<file path="config.mk">
export PLATFORM = sky130hd
export DESIGN_NAME = patch_burst_loader
export DESIGN_NICKNAME = d
export VERILOG_FILES = /design/src/rtl/patch_loader_pkg.sv /design/src/rtl/patch_loader_ctrl.sv /design/src/rtl/patch_loader_dp.sv /design/src/rtl/patch_burst_loader.sv
export SDC_FILE = /design/constraint.sdc
export NUM_CORES = 1
export LEC_CHECK = 0
export BUFFER_PORTS_ARGS = -buffer_cell sky130_fd_sc_hd__clkbuf_2
export CAP_MARGIN = 15
export CORE_MARGIN = 5
export CORE_UTILIZATION = 48
export CTS_CLUSTER_SIZE = 28
export DETAILED_ROUTE_END_ITERATION = 16
export GPL_TIMING_DRIVEN = 0
export PLACE_DENSITY = 0.79
export RECOVER_POWER = 25
export SKIP_CTS_REPAIR_TIMING = 1
export SYNTH_ARGS = -nofsm -noshare
export SYNTH_HDL_FRONTEND = slang
export SYNTH_SLANG_ARGS = --single-unit
</file>
<file path="constraint.sdc">
create_clock -name clk -period 2.35 [get_ports clk]
set_clock_uncertainty 0.05 [all_clocks]
set_input_delay 0.47 -clock clk [delete_from_list [all_inputs] [get_ports clk]]
set_output_delay 0.47 -clock clk [all_outputs]
set_load 0.01 [all_outputs]
</file>
<file path="src/rtl/patch_loader_pkg.sv">
package patch_loader_pkg;

  typedef enum logic [1:0] {
    MODE_BOOT  = 2'd0,
    MODE_PATCH = 2'd1,
    MODE_APP   = 2'd2
  } loaderMode_e;

  typedef enum logic [1:0] {
    CMD_NONE     = 2'd0,
    CMD_START    = 2'd1,
    CMD_COMPLETE = 2'd2,
    CMD_END      = 2'd3
  } loaderCmd_e;

  typedef enum logic [1:0] {
    TGT_NONE  = 2'd0,
    TGT_FUND  = 2'd1,
    TGT_BURST = 2'd2
  } busTarget_e;

  localparam logic [1:0] ST_OK      = 2'd0;
  localparam logic [1:0] ST_BADMODE = 2'd1;
  localparam logic [1:0] ST_UNKNOWN = 2'd2;
  localparam logic [1:0] ST_BADADDR = 2'd3;

  localparam logic [6:0] FUND_BASE = 7'h20;

  // strobes from control to datapath
  typedef struct packed {
    logic loadBurst;
    logic ptrClear;
    logic writeByte;
  } dpCtrl_t;

  function automatic logic [31:0] modeAscii(loaderMode_e m);
    case (m)
      MODE_PATCH: modeAscii = {8'h50, 8'h54, 8'h43, 8'h48};
      MODE_APP:   modeAscii = {8'h41, 8'h50, 8'h50, 8'h20};
      default:    modeAscii = {8'h42, 8'h4F, 8'h4F, 8'h54};
    endcase
  endfunction

endpackage

</file>
<file path="src/rtl/patch_loader_ctrl.sv">
module patch_loader_ctrl
  import patch_loader_pkg::*;
(
  input  logic        clk,
  input  logic        rst_n,
  input  logic [6:0]  fundAddr,
  input  logic [6:0]  burstAddr,
  input  logic        cmdValid,
  input  logic [1:0]  cmdCode,
  input  logic [6:0]  cmdAddr,
  input  logic        busAddrValid,
  input  logic [6:0]  busAddr,
  input  logic        busRnw,
  input  logic        busDataValid,
  input  logic        busStop,
  output loaderMode_e mode,
  output dpCtrl_t     dpCtrl,
  output logic        rspValid,
  output logic [1:0]  rspStatus,
  output logic        ackValid,
  output logic        addrAck
);

  busTarget_e  target;
  loaderMode_e nextMode;
  logic [1:0]  cmdStatus;
  logic        cmdLoad;
  logic        cmdClear;
  busTarget_e  addrTarget;

  // command decode
  always_comb begin
    nextMode  = mode;
    cmdStatus = ST_OK;
    cmdLoad   = 1'b0;
    cmdClear  = 1'b0;
    if (cmdValid) begin
      case (loaderCmd_e'(cmdCode))
        CMD_START: begin
          if (mode == MODE_APP) begin
            cmdStatus = ST_BADMODE;
          end else if (cmdAddr == fundAddr) begin
            cmdStatus = ST_BADADDR;
          end else begin
            nextMode = MODE_PATCH;
            cmdLoad  = 1'b1;
            cmdClear = 1'b1;
          end
        end
        CMD_COMPLETE: begin
          if (mode == MODE_PATCH) nextMode = MODE_APP;
          else                    cmdStatus = ST_BADMODE;
        end
        CMD_END: begin
          if (mode == MODE_APP) begin
            cmdStatus = ST_BADMODE;
          end else begin
            nextMode = MODE_BOOT;
            cmdClear = 1'b1;
          end
        end
        default: cmdStatus = ST_UNKNOWN;
      endcase
    end
  end

  // address match for the address phase
  always_comb begin
    if (busAddr == fundAddr)
      addrTarget = TGT_FUND;
    else if (mode == MODE_PATCH && !busRnw && busAddr == burstAddr)
      addrTarget = TGT_BURST;
    else
      addrTarget = TGT_NONE;
  end

  always_comb begin
    dpCtrl.loadBurst = cmdLoad;
    dpCtrl.ptrClear  = cmdClear;
    dpCtrl.writeByte = busDataValid && target == TGT_BURST && mode == MODE_PATCH;
  end

  always_ff @(posedge clk) begin
    if (!rst_n) begin
      mode      <= MODE_BOOT;
      target    <= TGT_NONE;
      rspValid  <= 1'b0;
      rspStatus <= ST_OK;
      ackValid  <= 1'b0;
      addrAck   <= 1'b0;
    end else begin
      mode     <= nextMode;
      rspValid <= cmdValid;
      if (cmdValid) rspStatus <= cmdStatus;
      ackValid <= busAddrValid;
      addrAck  <= busAddrValid && addrTarget != TGT_NONE;
      if (busStop)           target <= TGT_NONE;
      else if (busAddrValid) target <= addrTarget;
    end
  end

  a_r3_one_response : assert property (@(posedge clk) disable iff (!rst_n)
    cmdValid |=> rspValid);
  a_r3_no_spurious_rsp : assert property (@(posedge clk) disable iff (!rst_n)
    !cmdValid |=> !rspValid);
  a_r2_mode_legal : assert property (@(posedge clk) disable iff (!rst_n)
    mode == MODE_BOOT || mode == MODE_PATCH || mode == MODE_APP);
  a_r10_app_entry : assert property (@(posedge clk) disable iff (!rst_n)
    (mode != MODE_APP && !(cmdValid && cmdCode == 2'd2)) |=> mode != MODE_APP);
  a_r7_burst_gated : assert property (@(posedge clk) disable iff (!rst_n)
    (busAddrValid && busAddr != fundAddr && mode != MODE_PATCH) |=> !addrAck);
  a_r6_fund_acked : assert property (@(posedge clk) disable iff (!rst_n)
    (busAddrValid && busAddr == fundAddr) |=> (ackValid && addrAck));

endmodule

</file>
<file path="src/rtl/patch_loader_dp.sv">
module patch_loader_dp
  import patch_loader_pkg::*;
#(
  parameter int DEPTH = 64,
  localparam int AW    = $clog2(DEPTH),
  localparam int PTR_W = AW + 1
) (
  input  logic             clk,
  input  logic             rst_n,
  input  dpCtrl_t          dpCtrl,
  input  logic [6:0]       cmdAddr,
  input  logic [7:0]       busData,
  output logic [6:0]       burstAddr,
  output logic             memWe,
  output logic [AW-1:0]    memAddr,
  output logic [7:0]       memData,
  output logic [PTR_W-1:0] writePtr,
  output logic             overflow
);

  localparam logic [PTR_W-1:0] PTR_END = PTR_W'(DEPTH);

  logic roomLeft;
  assign roomLeft = writePtr < PTR_END;

  always_ff @(posedge clk) begin
    if (!rst_n) begin
      burstAddr <= '0;
      memWe     <= 1'b0;
      memAddr   <= '0;
      memData   <= '0;
      writePtr  <= '0;
      overflow  <= 1'b0;
    end else begin
      memWe <= 1'b0;
      if (dpCtrl.loadBurst) burstAddr <= cmdAddr;
      if (dpCtrl.ptrClear) begin
        writePtr <= '0;
        overflow <= 1'b0;
      end else if (dpCtrl.writeByte) begin
        if (roomLeft) begin
          memWe    <= 1'b1;
          memAddr  <= writePtr[AW-1:0];
          memData  <= busData;
          writePtr <= writePtr + 1'b1;
        end else begin
          overflow <= 1'b1;
        end
      end
    end
  end

  a_r8_ptr_step : assert property (@(posedge clk) disable iff (!rst_n)
    (dpCtrl.writeByte && !dpCtrl.ptrClear && writePtr < PTR_END)
      |=> (memWe && writePtr == $past(writePtr) + 1'b1));
  a_r13_ptr_bound : assert property (@(posedge clk) disable iff (!rst_n)
    writePtr <= PTR_END);
  a_r13_ovf_sticky : assert property (@(posedge clk) disable iff (!rst_n)
    (overflow && !dpCtrl.ptrClear) |=> overflow);
  a_r12_ptr_idle : assert property (@(posedge clk) disable iff (!rst_n)
    (!dpCtrl.writeByte && !dpCtrl.ptrClear) |=> ($stable(writePtr) && !memWe));
  a_r11_clear : assert property (@(posedge clk) disable iff (!rst_n)
    dpCtrl.ptrClear |=> (writePtr == '0 && !overflow));

endmodule

</file>
<file path="src/rtl/patch_burst_loader.sv">
module patch_burst_loader
  import patch_loader_pkg::*;
#(
  parameter int DEPTH = 64,
  localparam int AW    = $clog2(DEPTH),
  localparam int PTR_W = AW + 1
) (
  input  logic             clk,
  input  logic             rst_n,
  input  logic [1:0]       cfgAddrSel,
  input  logic             cmdValid,
  input  logic [1:0]       cmdCode,
  input  logic [6:0]       cmdAddr,
  output logic             rspValid,
  output logic [1:0]       rspStatus,
  output logic [31:0]      modeCode,
  input  logic             busAddrValid,
  input  logic [6:0]       busAddr,
  input  logic             busRnw,
  input  logic             busDataValid,
  input  logic [7:0]       busData,
  input  logic             busStop,
  output logic             ackValid,
  output logic             addrAck,
  output logic             memWe,
  output logic [AW-1:0]    memAddr,
  output logic [7:0]       memData,
  output logic [PTR_W-1:0] writePtr,
  output logic             overflow
);

  loaderMode_e mode;
  dpCtrl_t     dpCtrl;
  logic [6:0]  burstAddr;
  logic [6:0]  fundAddr;

  assign fundAddr = FUND_BASE | {5'd0, cfgAddrSel};
  assign modeCode = modeAscii(mode);

  patch_loader_ctrl u_ctrl (
    .clk          (clk),
    .rst_n        (rst_n),
    .fundAddr     (fundAddr),
    .burstAddr    (burstAddr),
    .cmdValid     (cmdValid),
    .cmdCode      (cmdCode),
    .cmdAddr      (cmdAddr),
    .busAddrValid (busAddrValid),
    .busAddr      (busAddr),
    .busRnw       (busRnw),
    .busDataValid (busDataValid),
    .busStop      (busStop),
    .mode         (mode),
    .dpCtrl       (dpCtrl),
    .rspValid     (rspValid),
    .rspStatus    (rspStatus),
    .ackValid     (ackValid),
    .addrAck      (addrAck)
  );

  patch_loader_dp #(.DEPTH(DEPTH)) u_dp (
    .clk       (clk),
    .rst_n     (rst_n),
    .dpCtrl    (dpCtrl),
    .cmdAddr   (cmdAddr),
    .busData   (busData),
    .burstAddr (burstAddr),
    .memWe     (memWe),
    .memAddr   (memAddr),
    .memData   (memData),
    .writePtr  (writePtr),
    .overflow  (overflow)
  );

  a_r12_write_in_patch : assert property (@(posedge clk) disable iff (!rst_n)
    memWe |-> $past(mode == MODE_PATCH));

endmodule

</file>
After elaboration in Yosys (flattened, before gate mapping):

Cells that the tools add are included.

* $add $sub $neg: 1
* magnitude comparators: 1
* eq/ne operators: 13
* muxes and demuxes: 21
* bitwise operators: 4
* reduce and logical (&&, ||, !) cells: 15

Operators by type and width (number)
* $pmux W29 S2: 1
* $mux W2: 8
* $eq A7 B6 Y1: 2
* $pmux W2 S3: 2
* $mux W1: 9
* $eq A2 B2 Y1 const B: 4
* $add A7 B1 Y7 const B: 1
* $eq A7 B7 Y1: 1
* $lt A7 B7 Y1 const B: 1
* $ne A2 B2 Y1 const B: 3
* $reduce_and A6 Y1: 1
* $logic_and A1 B1 Y1: 5
* $eq A2 B1 Y1 const B: 2
* $not A1 Y1: 4
* $reduce_and A2 Y1: 2
* $reduce_or A2 Y1: 2
* $reduce_and A3 Y1: 1
* $reduce_bool A3 Y1: 1
* $reduce_or A3 Y1: 1
* $ne A2 B1 Y1 const B: 1
* $pmux W1 S2: 1
* $reduce_bool A2 Y1: 1
* $logic_not A1 Y1: 1

* register bits: 39
* bits of input ports: 33
* output and inout port bits: 60
* word-level logic and storage cells: 67

Depth between registers and ports, before layout:

Gate-level depths: netlist of the first run.

* word-level depth: 7
* gate-level depth with buffers: 8
* gate-level depth less buffers: 6

By module:

Synthesis of the first run repeated with hierarchy kept, for this count alone.

* cell total of the unflattened synthesis: 244
* area total of the unflattened synthesis: 2117.0 sq um

Modules (own cells, without submodules)
* patch_loader_dp: instances 1, cells an instance 124, area an instance 1164.9 sq um
* patch_loader_ctrl: instances 1, cells an instance 84, area an instance 689.4 sq um
* patch_burst_loader: instances 1, cells an instance 36, area an instance 262.8 sq um

Worst setup path after synthesis of the first run:

Ideal clock, no wire load.

* path kind: register to register
* start: reg u_ctrl.mode[1]
* end: reg u_dp.memAddr[5]
* setup time: 0.123 ns
* arrival: 1.611 ns
* path slack: 0.566 ns
* stages on the path, launching flop included: 9
* path buffers: 2
* clock period less this slack: 1.784 ns
* cell sequence: dfxtp_1 inv_1 ha_1 nand4b_1 clkbuf_1 clkbuf_1 nor4_1 a31oi_1 nand3_1

* word-level cells in the longest chain between the ends: 6
* elaborated cells between the ends (all ways): 9

RTL lines
* from (decl): line patch_loader_ctrl.sv:16 `output loaderMode_e mode,`
* from (signal assigned): line patch_loader_ctrl.sv:92 `mode <= nextMode;`
* $eq A2 B2 Y1: line patch_loader_ctrl.sv:40, patch_loader_ctrl.sv:55
* $mux W1 (on tied branches): line patch_loader_ctrl.sv:55, patch_loader_ctrl.sv:40
* $pmux W1 S2: line patch_loader_ctrl.sv:38 `case (loaderCmd_e'(cmdCode))`
* $mux W1: line patch_loader_ctrl.sv:37 `if (cmdValid) begin`
* $not A1 Y1 (no source line)
* $reduce_and A3 Y1 (no source line) (*)
* to (signal assigned): line patch_loader_dp.sv:43 `memAddr <= writePtr[AW-1:0];`
* to (decl): line patch_loader_dp.sv:15 `output logic [AW-1:0] memAddr,`

Every way passes the cells marked *; elsewhere a longest branch is shown, timed or not.
A chain may end at the register's enable or synchronous reset.

Final worst setup path of the first run:

* start: reg u_ctrl.mode[0]
* end: reg u_dp.memData[6]

* word-level cells in the longest chain between the ends: 6
* elaborated cells between the ends (all ways): 9

RTL lines
* $eq A2 B2 Y1: line patch_loader_ctrl.sv:40, patch_loader_ctrl.sv:55
* $mux W1 (on tied branches): line patch_loader_ctrl.sv:55, patch_loader_ctrl.sv:40
* $pmux W1 S2: line patch_loader_ctrl.sv:38
* $mux W1: line patch_loader_ctrl.sv:37
* $not A1 Y1 (no source line)
* $reduce_and A3 Y1 (no source line) (*)
* to (signal assigned): line patch_loader_dp.sv:44 `memData <= busData;`
* to (decl): line patch_loader_dp.sv:16 `output logic [7:0] memData,`

Marks and branches as above.

==> flow_summary.yaml, run 1 <==
power_and_ir_drop:
  power_leakage_nw: 1.22
  powerDensity_mw_per_mm2: 488
  power.total_mw: 1.40
  ir_drop_mv: 0.305
placed_design:
  io_buffers: 76
  placedCellCount: 422
  placed_area_mm2: 0.00280
  hpwl_um: 4860
  pre_cts_slack_ns: 0.201
  gp_congestion: 0.893
worst_setup_path:
  worstPathMaxFanout: 10
  crit_chain: "inv_1, ha_1, and3b_1, buf_2, clkbuf_1, o2111ai_1, nand3_1"
  crit_slowest_cell: "clkbuf_1"
  cp.arrival_ns: 2.30
  cpPeakStageDelay_ns: 0.44
  endpoint_kind: "flip-flop"
  cp_top_family: "buffers and inverters"
  start_kind: "flip-flop"
  cp.required_ns: 2.53
  crit_buf_inv: 3
  criticalPathCategory: "reg2reg"
logic_synthesis:
  yosys_warnings: 0
  postSynthAreaPerCell_um2: 8.24
  synth_edf_count: 0
  ys_ff_latch: 39
  synth_top_cell_area_share: 0.338
  synthArstFlopShare: 0
  synth_area_mm2: 0.00231
  ys_seq_area_frac: 0.338
  synth_area_leader_cell: "dfxtp_1"
  synth_ff_type: "dfxtp_1"
  yosys-top-cells-area: "dfxtp_1, buf_4, o2111ai_1"
  synth.distinct_cells: 42
  synthCells: 280
grt:
  grt_pass1_vias: 2304
  antenna_found_initial: 0
  grt_max_degree: 13
  grt_usage: 0.209
  gr-total-overflow: 0
  grt_pass1_wl_um: 10600
route:
  ant_nets: 0
  avgRoutedWirePerCell_um: 15.5
  drc: 0
  wirelength_um: 6670
  vias_per_cell: 5.66
  drtIter0Drc: 299
  firstDrtPassIters: 5
  vias: 2433
  dr_wl_met3_um: 562
  topRoutingLayerUsed: "met4"
  met2_length_um: 3190
  drt-met1-wl_um: 2840
sta:
  hold_slack_ns: 0.309
  rsz0062_at_grt: "no"
  setup-violations-final: 0
  tightest_slew_ns: 0.551
  fin_ws_ns: 0.231
  fmax_mhz: 472
  min_period_over_period: 0.902
  slew_viol_final: 0
  fin_crit_ns: 2.12
  slew_headroom: 0.632
  tns_ns: 0
  final-hold-violation-count: 0
layout:
  design_area_mm2: 0.00286
  syn2layout_area_growth_pct: 23.9
  layout_commonest_cell: "clkbuf_2"
  antennaDiodeCount: 0
  drive_above_1_share: 0.271
  layout.cells.non_filler: 430
  layout_common_cells: "clkbuf_2, dfxtp_1, clkbuf_1"
  utilization: 0.609
  nNetsFinal: 412
floorplan:
  coreArea_mm2: 0.00469
  die_x_um: 79.3
  dieHeight_um: 79.3
  fp.dieArea_mm2: 0.00629
  row_count: 25
  pin_count: 93
  start_util: 0.492
flow_run:
  drv_cap: 0
cts:
  clk_latency_ns: 0.29
  cts_tree: "done"
  cts_buffers: 5
  clockBufferDepth: 2
  path_clk_slew_ns: 0.08
  cts_max_level: 2
  cts_root_buf: "clkbuf_8"
  clock_sinks: 39
outcome:
  outcome: "complete, no violations"
min_path:
  hp-class: "in2reg"
## metal layers
layer | up-vias | track usage
li1 | 1189 | -
met1 | 1087 | 0.270
met2 | 148 | 0.338
met3 | 9 | 0.0420
met4 | 0 | 0.0842
met5 | - | 0
## Yosys cell counts, drive strengths merged, types with 2 or more instances
| library cell | number |
|---|---|
| nor2 | 7 |
| xor2 | 6 |
| or4 | 14 |
| a21oi | 2 |
| a31oi | 15 |
| clkbuf | 17 |
| buf | 36 |
| o2111ai | 14 |
| conb | 2 |
| and2 | 3 |
| nor3b | 2 |
| nor2b | 2 |
| mux2i | 5 |
| nand3 | 20 |
| o221ai | 2 |
| ha | 4 |
| nand2 | 19 |
| dfxtp | 39 |
| nand4b | 2 |
| inv | 9 |
| nor4 | 16 |
| o21ai | 5 |
| nor3 | 13 |
| nand4 | 3 |
| xnor2 | 10 |
## flip-flops by register name, indices dropped and copies added (netlist names)
register          count
u_ctrl.addrAck        1
u_ctrl.target         2
u_ctrl.ackValid       1
u_ctrl.mode           2
u_ctrl.rspStatus      2
u_dp.writePtr         7
u_dp.memWe            1
u_dp.burstAddr        7
u_ctrl.rspValid       1
u_dp.memAddr          6
u_dp.overflow         1
u_dp.memData          8
## area by class of cell
class,instances,area [um2]
clock buffer,5,68.8
sequential,39,781
buffer,53,312
fill,439,1830
multi-input combinational,191,1230
inverter,9,33.8
tap,54,67.6
clock inverter,3,15.0
timing repair buffer,76,355
## cells by family after synthesis
logic type      count (synthesis)  synth area share
buf+inv                        62             0.150
xor+xnor                       16            0.0607
fa+ha+maj                       4            0.0217
mux                             6            0.0266
simple gates                  106             0.258
other cells                     2           0.00326
flops                          39             0.338
compound gates                 45             0.142
## final timing paths
check | start | to | slack [ns] | cells past startpoint
setup / recovery | u_ctrl.mode[0]$_SDFFE_PN0P_ | u_dp.memData[6]$_SDFFE_PN0P_ | 0.23 | 7
hold reg to reg | u_ctrl.rspStatus[0]$_SDFFE_PN0P_ | u_ctrl.rspStatus[0]$_SDFFE_PN0P_ | 0.44 | 2
hold / removal | busStop | u_ctrl.target[0]$_SDFFE_PP0P_ | 0.31 | 2
setup reg to reg | u_ctrl.mode[0]$_SDFFE_PN0P_ | u_dp.memData[6]$_SDFFE_PN0P_ | 0.23 | 7
## power by group
group | internal [mW] | leakage, nW | switching [mW]
registers | 0.671 | 0.316 | 0.00663
clock network | 0.203 | 0.0477 | 0.247
logic | 0.120 | 0.861 | 0.148
## worst register-to-register path, delay by kind of cell, from the launching register on
kind	cells	cell delay, ns
buffers and inverters	3	0.75
AND/OR/NAND/NOR	2	0.38
flip-flops	1	0.37
adder cells (fa/ha/maj)	1	0.30
AO/OA/AOI/OAI	1	0.20
(Power assumes the default switching activity.)
==> run 2: changes to the inputs <==
Settings changed: CELL_PAD_IN_SITES_DETAIL_PLACEMENT set to 1, CELL_PAD_IN_SITES_GLOBAL_PLACEMENT set to 1, CORE_UTILIZATION 48 to 31, CTS_CLUSTER_DIAMETER set to 30, PLACE_DENSITY 0.79 to unset, PLACE_DENSITY_LB_ADDON set to 0.1.
Clock period 2.35 ns to 1.88 ns, I/O delays scaled along.
==> run 2 against run 1 <==
Effect of this change:
- worst setup slack worse by 0.19 ns
- cell count rose by 11%
- non-clock buffer count up 3
==> flow_summary.yaml, run 2 (synthesized netlist as in run 1, its figures left out) <==
outcome:
  outcome: "complete, no violations"
sta:
  fin_crit_ns: 1.84
  slew_headroom: 0.621
  tightest_slew_ns: 0.568
  setup-violations-final: 0
  fmax_mhz: 545
  final-hold-violation-count: 0
  hold_slack_ns: 0.205
  rsz0062_at_grt: "yes"
  min_period_over_period: 0.976
  slew_viol_final: 0
power_and_ir_drop:
  power_leakage_nw: 1.34
  powerDensity_mw_per_mm2: 632
  power.total_mw: 1.98
  ir_drop_mv: 0.303
route:
  avgRoutedWirePerCell_um: 16.7
  vias: 2438
  drc: 0
  drtIter0Drc: 114
  wirelength_um: 7970
  firstDrtPassIters: 4
  vias_per_cell: 5.10
  ant_nets: 0
floorplan:
  pin_count: 93
  coreArea_mm2: 0.00725
  row_count: 31
  dieHeight_um: 96.3
  start_util: 0.318
  fp.dieArea_mm2: 0.00927
  die_x_um: 96.3
cts:
  cts_root_buf: "clkbuf_8"
  clock_sinks: 39
  path_clk_slew_ns: 0.08
  cts_max_level: 2
  cts_buffers: 5
  cts_tree: "done"
  clockBufferDepth: 2
  clk_latency_ns: 0.30
layout:
  syn2layout_area_growth_pct: 35.7
  layout_common_cells: "clkbuf_2, dfxtp_1, buf_4"
  reg_top3: "u_dp.memData x8, u_dp.burstAddr x7, u_dp.writePtr x7"
  regMostFlops: "u_dp.memData"
  seq_area_um2: 783
  nNetsFinal: 415
  antennaDiodeCount: 0
  fill_cells: 939
  drive_above_1_share: 0.364
  multi_input_area_mm2: 0.00133
  layout_commonest_cell: "clkbuf_2"
  largest_register_ffs: 8
placed_design:
  gp_congestion: 0.832
  io_buffers: 76
  hpwl_um: 5880
grt:
  antenna_found_initial: 0
  gr-total-overflow: 0
  grt_pass1_wl_um: 12300
  grt_max_degree: 13
  grt_usage: 0.172
  grt_pass1_vias: 2425
worst_setup_path:
  cp.required_ns: 2.07
  start_kind: "flip-flop"
  worstPathMaxFanout: 10
  endpoint_kind: "flip-flop"
  criticalPathCategory: "reg2reg"
  cp.arrival_ns: 2.02
min_path:
  hp-class: "in2reg"
flow_run:
  drv_cap: 0
run 2: cell count changes in the layout (fill, tap and decap cells not counted), sizes merged:
cell    before  now
bufinv       0    1
clkinv       3    1
buf         35   39
run 2: per-layer routing:
layer  part of all wire  vias to the layer above  track usage  wire (um)
li1                   -                     1192            -          -
met1               0.44                     1158        0.227       3510
met2               0.49                       79        0.286       3880
met3              0.063                        9       0.0336        504
met4              0.010                        0       0.0462         81
met5                  0                        -            0          0
run 2: power by group:
| group | internal (mW) | switching (mW) |
|---|---|---|
| combinational | 0.163 | 0.198 |
| clock | 0.430 | 0.339 |
| sequential | 0.839 | 0.00936 |
run 2: path summary, 6_finish.rpt:
kind                                  startpoint                             end  slack, ns  cells after the start
setup reg to reg     u_ctrl.mode[1]$_SDFFE_PN0P_    u_dp.memAddr[2]$_SDFFE_PN0P_       0.04                      7
hold reg to reg   u_dp.burstAddr[5]$_SDFFE_PN0P_  u_dp.burstAddr[5]$_SDFFE_PN0P_       0.44                      2
hold / removal                           busStop   u_ctrl.target[0]$_SDFFE_PP0P_       0.21                      2
setup / recovery     u_ctrl.mode[1]$_SDFFE_PN0P_    u_dp.memAddr[2]$_SDFFE_PN0P_       0.04                      7
run 2: cell type report:
type                    instances  share of cell area
multi-input cells             191               0.425
flip-flops and latches         39               0.250
repair buffers                 79               0.123
plain buffers                  53               0.115
well taps                      99              0.0396
clock buffers                   6              0.0264
clock inverters                 2              0.0112
inverters                       9              0.0108
run 2: stage by stage:
step | setup WS, ns | TNS [ns] | util | std cells | area (um2)
4_1_cts | -0.385 | -4.72 | 0.410 | 475 | 2970
2_1_floorplan | 0.0957 | 0 | - | 292 | 2350
6_report | 0.0444 | 0 | 0.432 | 478 | 3130
5_1_grt | -0.0333 | -0.415 | 0.432 | 478 | 3130
3_3_place_gp | -0.328 | -3.79 | 0.394 | 467 | 2860
3_5_place_dp | -0.343 | -4.16 | 0.394 | 467 | 2860
run 2: worst max-delay path, cell delays in order (launching register included):
cell      delay (ns)
dfxtp_2         0.34
inv_2           0.08
ha_4            0.16
nand4b_1        0.13
or2_4           0.30
buf_6           0.15
or4_1           0.47
nand3_1         0.09
